[src/rtl/serial_shift_port.sv]
module serial_shift_port #(
  parameter int W = 8
) (
  input  logic         clk,
  input  logic         rst_n,
  input  logic [1:0]   div_sel,
  input  logic         route_en,
  input  logic         irq_en,
  input  logic         sh_wr,
  input  logic [W-1:0] sh_wdata,
  input  logic         busy_wr,
  input  logic         busy_wdata,
  input  logic         pend_clr,
  input  logic         sin,
  input  logic         gp_sck,
  input  logic         gp_so,
  output logic [W-1:0] shreg,
  output logic         busy,
  output logic         pend,
  output logic         irq,
  output logic         pin_sck,
  output logic         pin_so
);
  localparam int BW = (W > 2) ? $clog2(W) : 1;
  localparam logic [BW-1:0] LAST = BW'(W - 1);

  logic [1:0]    half_sel, half_lim, cnt;
  logic [BW-1:0] bitn;
  logic          sck_r, so_r;
  logic          abort_wr, start_wr, tick;

  always_comb begin
    case (div_sel)
      2'b00:   half_sel = 2'd0;
      2'b01:   half_sel = 2'd1;
      default: half_sel = 2'd3;
    endcase
  end

  assign abort_wr = busy_wr && !busy_wdata;
  assign start_wr = busy_wr && busy_wdata;
  assign tick     = (cnt == half_lim);
  assign irq      = pend && irq_en;
  assign pin_sck  = route_en ? sck_r : gp_sck;
  assign pin_so   = route_en ? so_r  : gp_so;

  always_ff @(posedge clk) begin
    if (!rst_n) begin
      shreg    <= '0;
      busy     <= 1'b0;
      pend     <= 1'b0;
      sck_r    <= 1'b0;
      so_r     <= 1'b0;
      cnt      <= '0;
      half_lim <= '0;
      bitn     <= '0;
    end else begin
      if (pend_clr) pend <= 1'b0;
      if (!busy) begin
        sck_r <= 1'b0;
        if (sh_wr) shreg <= sh_wdata;
        if (start_wr) begin
          busy     <= 1'b1;
          cnt      <= '0;
          bitn     <= '0;
          half_lim <= half_sel;
          so_r     <= sh_wr ? sh_wdata[W-1] : shreg[W-1];
        end
      end else if (abort_wr) begin
        busy  <= 1'b0;
        sck_r <= 1'b0;
      end else if (tick) begin
        cnt <= '0;
        if (!sck_r) begin
          sck_r <= 1'b1;
          shreg <= {shreg[W-2:0], sin};
          bitn  <= bitn + 1'b1;
          if (bitn == LAST) begin
            busy <= 1'b0;
            pend <= 1'b1;
          end
        end else begin
          sck_r <= 1'b0;
          so_r  <= shreg[W-1];
        end
      end else begin
        cnt <= cnt + 1'b1;
      end
    end
  end


  idle_sck_low_chk: assert property (@(posedge clk) disable iff (!rst_n)
    !busy && !$past(busy) |-> !sck_r);


  so_on_fall_chk: assert property (@(posedge clk) disable iff (!rst_n)
    busy && $past(busy) && !$fell(sck_r) |-> $stable(so_r));


  shreg_hold_chk: assert property (@(posedge clk) disable iff (!rst_n)
    busy && $past(busy) && !$rose(sck_r) |-> $stable(shreg));


  done_pend_chk: assert property (@(posedge clk) disable iff (!rst_n)
    $fell(busy) && !$past(abort_wr) |-> pend && sck_r);


  abort_no_pend_chk: assert property (@(posedge clk) disable iff (!rst_n)
    $fell(busy) && $past(abort_wr) |-> pend == ($past(pend) && !$past(pend_clr)));

endmodule

[config.mk]
export PLATFORM = sky130hd
export DESIGN_NAME = serial_shift_port
export DESIGN_NICKNAME = d
export VERILOG_FILES = /design/src/rtl/serial_shift_port.sv
export SDC_FILE = /design/constraint.sdc
export NUM_CORES = 1
export LEC_CHECK = 0
export ABC_AREA = 1
export BUFFER_PORTS_ARGS = -buffer_cell sky130_fd_sc_hd__buf_2
export CELL_PAD_IN_SITES_DETAIL_PLACEMENT = 1
export CELL_PAD_IN_SITES_GLOBAL_PLACEMENT = 2
export CORE_MARGIN = 2
export CORE_UTILIZATION = 23
export DETAILED_ROUTE_END_ITERATION = 7
export GPL_ROUTABILITY_DRIVEN = 0
export PLACE_DENSITY = 0.84
export SLEW_MARGIN = 0
export SYNTH_ARGS = -nofsm -noshare
export SYNTH_HDL_FRONTEND = slang
export SYNTH_SLANG_ARGS = --single-unit
[constraint.sdc]
create_clock -name clk -period 1.2 [get_ports clk]
set_input_delay 0.24 -clock clk [delete_from_list [all_inputs] [get_ports clk]]
set_output_delay 0.24 -clock clk [all_outputs]
set_load 0.05 [all_outputs]
Word-level counts from Yosys, hierarchy flattened
Index checks and enable logic that the tools add are counted.
W data, S select, Z words.
- register bits: 19
- input port bits: 21
- output and inout port bits: 13
- logic and storage cells: 68
- add/sub/neg operators: 2
- eq/ne operators: 7
- muxes and demuxes: 36
- bitwise operators: 2
- reduce and logical (&&, ||, !) cells: 13
- operators with widths (kind ; count):
    $mux W8 ; 5
    $mux W1 ; 21
    $mux W3 ; 5
    $reduce_and A4 Y1 ; 3
    $mux W2 ; 4
    $ne A2 B1 Y1 const B ; 2
    $ne A2 B2 Y1 const B ; 2
    $pmux W2 S2 ; 1
    $reduce_and A2 Y1 ; 2
    $reduce_bool A2 Y1 ; 2
    $add A3 B1 Y3 const B ; 1
    $eq A3 B3 Y1 const B ; 1
    $logic_and A1 B1 Y1 ; 3
    $reduce_or A3 Y1 ; 1
    $add A2 B1 Y2 const B ; 1
    $eq A2 B1 Y1 const B ; 1
    $eq A2 B2 Y1 ; 1
    $logic_not A2 Y1 ; 1
    $not A1 Y1 ; 2
    $logic_not A1 Y1 ; 1

Longest topological paths before layout
- word-level depth: 6
- depth in mapped cells: 9
- mapped depth without buffers: 9

Worst setup path after synthesis
No wires, ideal clock.
- kind: register to register
- start point: reg busy
- end point: reg shreg[0]
- library setup time: 110 ps
- arrival: 1489 ps
- data required time: 1090 ps
- slack: -399 ps
- stages on the path, launching flop included: 9
- path buffers: 3
- clock period less this slack: 1599 ps
- cells stage by stage: dfxtp_1 buf_6 inv_2 buf_6 buf_2 a21boi_0 nand4_1 nand2_1 nor2_1
- word-level cells in the longest chain between the ends: 2
- elaborated cells between the ends (all ways): 6
- classes of those cells: eq/ne: 3; mux: 1; reduce/logical: 2
- RTL lines (element ; RTL line ; source):
    start: declaration ; 18 ; output logic busy,
    start signal: assignment ; 50 ; busy <= 1'b0;
    start signal: assignment ; 63 ; busy <= 1'b1;
    start signal: assignment ; 70 ; busy <= 1'b0;
    $ne A2 B1 Y1 (no source line), or another cell as far along ; - ;
    $reduce_and A4 Y1 (no source line) ; - ;
    end signal: assignment ; 61 ; if (sh_wr) shreg <= sh_wdata;
    end signal: assignment ; 76 ; shreg <= {shreg[W-2:0], sin};
    end: declaration ; 17 ; output logic [W-1:0] shreg,
Parallel ways exist; a longest one is shown, timed or not.
A chain may end at the register's enable or synchronous reset.

Worst setup path in the final report
- start point: reg busy
- end point: reg bitn[0]
- word-level cells in the longest chain between the ends: 2
- elaborated cells between the ends (all ways): 6
- classes of those cells: eq/ne: 3; mux: 1; reduce/logical: 2
- RTL lines (element ; RTL line ; source):
    $ne A2 B1 Y1 (no source line), or another cell as far along ; - ;
    $reduce_and A4 Y1 (no source line) ; - ;
    end signal: assignment ; 77 ; bitn <= bitn + 1'b1;
    end: declaration ; 28 ; logic [BW-1:0] bitn;
Parallel ways exist; a longest one is shown, timed or not.

==> impl_metrics.env <==
export IMPL_status="finished, violations left"
export IMPL_violations="negative setup slack"
export IMPL_cp_slowest_cell="dfxtp_4"
export IMPL_hold_viol=0
export IMPL_grt_pass1_wl_um=5730
export IMPL_highest_layer="met4"
export IMPL_ys_seq_area_share_pct=33.4
export IMPL_ir_drop_v=0.000374
export IMPL_period_share_pct=103
export IMPL_final_max_slew_viol_count=0
export IMPL_cts_hold_buf=0
export IMPL_netlist_top_cells_area="dfxtp_1 (33%), nand2_1 (18%), inv_1 (11%)"
export IMPL_synth_commonest_cells="nand2_1 (54), inv_1 (32), dfxtp_1 (19), nor2_1 (19)"
export IMPL_synth_edff_count=0
export IMPL_drc=0
export IMPL_wl_per_cell_um=11.6
export IMPL_synth_ff_type="dfxtp_1"
export IMPL_wl_met2_um=1820
export IMPL_fin_cells=308
export IMPL_synth_fp_nets=202
export IMPL_num_antenna_cells=0
export IMPL_area_delta_synth_final_pct=59.4
export IMPL_overflow=0
export IMPL_cp_slowest_stage_delay_ns=0.36
export IMPL_synth_ff_latch_count=19
export IMPL_crit_chain="buf_6 > a21oi_1 > nor2_4 > buf_6 > a21oi_1 > nor2_1"
export IMPL_start_util_pct=23.9
export IMPL_cts_root_buffer="clkbuf_8"
export IMPL_setup_violations=1
export IMPL_grtUsageTotal_pct=13.3
export IMPL_dieWidth_um=74.3
export IMPL_place_area_mm2=0.00155
export IMPL_grt_pass1_vias=1371
export IMPL_ant_nets=0
export IMPL_synthArstFlopShare_pct=0
export IMPL_synth_most_common_cell="nand2_1"
export IMPL_cts_tree="built"
export IMPL_cp_required_ns=1.35
export IMPL_utilization_pct=38.1
export IMPL_p_total_w=0.00195
export IMPL_clockBufferDepth=2
export IMPL_worstSkewPairLatency_ns=0.26
export IMPL_worstPathArrival_ns=1.39
export IMPL_fin_tns_setup_ns=-0.0408
export IMPL_drtIter0Drc=18
export IMPL_yosys_area_top_type_share_pct=33.4
export IMPL_fin_ws_ns=-0.0408
export IMPL_core_area_mm2=0.00475
export IMPL_yosys_area_top_type="dfxtp_1"
export IMPL_worst_clock_skew_ns=0.00887
export IMPL_slew_headroom_pct=71.9
export IMPL_cp_start_kind="register"
export IMPL_crit_type="reg -> reg"
export IMPL_rows=25
export IMPL_totalWireLength_um=3570
export IMPL_clk_pin_slew_ns=0.07
export IMPL_numCtsBuffers=3
export IMPL_floorplan_die_height_um=74.3
export IMPL_io_pins=34
export IMPL_viasPerCell=4.27
export IMPL_drive_above_1_share_pct=49.8
export IMPL_rsz0062_at_grt="yes"
export IMPL_fmax_mhz=806
export IMPL_place_hpwl_um=2570
export IMPL_finalNetCount=265
export IMPL_power_density_mw_per_mm2=1080
export IMPL_maxCapViolCount=0
export IMPL_yosysWarningCount=0
export IMPL_htreeDepth=1
export IMPL_fp_dieArea_mm2=0.00552
export IMPL_worstPathMaxFanout=5
export IMPL_synth_cell_area_mm2=0.00114
export IMPL_fin_crit_ns=1.24
export IMPL_final_area_mm2=0.00181
export IMPL_dr_pass1_iters=4
export IMPL_syn_avg_cell_area_um2=6.35
export IMPL_cts_sinks=19
export IMPL_worstMarginPinSlew_ns=0.420
export IMPL_num_vias=1315
export IMPL_p_leak_nw=0.956
export IMPL_hold_path_class="in -> reg"
export IMPL_grt_max_degree=11
export IMPL_setup_worst_path_end_class="register"
export IMPL_wl_met1_um=1600
export IMPL_synth_cells=179
export IMPL_io_buffers=33
export IMPL_antenna_found_initial=0
export IMPL_ys_types=21
export IMPL_place_inst=296
export IMPL_routed_wl_met3_um=122
## routing by layer
| metal | global-route usage, % | vias to the layer above |
|---|---|---|
| met4 | 3.57 | 0 |
| met2 | 23.9 | 26 |
| met1 | 16.7 | 604 |
| li1 | - | 681 |
| met5 | 0 | - |
| met3 | 1.63 | 4 |
## final timing paths
kind	start	endpoint	slack [ns]	cells past startpoint
hold / removal	pend_clr	pend$_SDFF_PN0_	0.22	4
setup reg to reg	busy$_SDFF_PN0_	bitn[0]$_SDFFE_PN0P_	-0.04	6
setup / recovery	busy$_SDFF_PN0_	bitn[0]$_SDFFE_PN0P_	-0.04	6
hold reg to reg	pend$_SDFF_PN0_	pend$_SDFF_PN0_	0.47	2
## area by class of cell
class / count / area (um2)
Multi-Input combinational cell: 121 / 716
Timing Repair Buffer: 64 / 445
Tap cell: 67 / 83.8
Sequential cell: 19 / 397
Fill cell: 633 / 2940
Inverter: 33 / 126
Clock buffer: 4 / 45.0
## registers in the layout, summed over array words and instances, names as in the netlist
signal,count
so_r,1
bitn,3
sck_r,1
pend,1
cnt,2
busy,1
half_lim,2
shreg,8
## power by group
group / internal, W / total [W] / switching, W
logic: 0.000300 / 0.000764 / 0.000464
registers: 0.000689 / 0.000723 / 0.0000337
clock network: 0.000237 / 0.000468 / 0.000231
## what timing repair did
item,in CTS,in global routing
gates resized for setup,18,47
endpoints found under the setup margin,16,19
gates cloned,0,0
buffers inserted,4,4
pin swaps,4,23
## through the flow
step,hold WS (ns),setup slack [ns]
floorplan,0.353,-0.127
global placement,0.464,-0.0683
detailed placement,0.472,-0.107
CTS,0.226,-0.00291
global route,0.246,-0.0885
finish,0.225,-0.0408
## cells in the final DEF, fill, tap and decap left out, drive strengths merged
cell,Yosys,final
or2,1,1
o21a,8,8
a21oi,9,9
a211oi,1,1
nor2,19,19
nand3,8,8
clkbuf,0,5
inv,33,33
ha,2,2
nor3,2,2
nand4,9,9
o21ai,6,6
nand2,55,55
buf,6,63
a21boi,1,1
dfxtp,19,19
## cells by family after synthesis
group / synth area share (%)
DFF: 33.4
AOI/OAI and AO/OA: 14.2
adders and majority gates: 2.20
buffers and inverters: 14.5
and+or+nand+nor: 35.6
## worst max-delay path, delay by kind of cell, from the launching register on
kind | cells | cell delay [ns]
compound gates | 2 | 0.36
flops | 1 | 0.36
buf+inv | 2 | 0.27
simple gates | 2 | 0.15
Power figures use the tool's default switching activity.
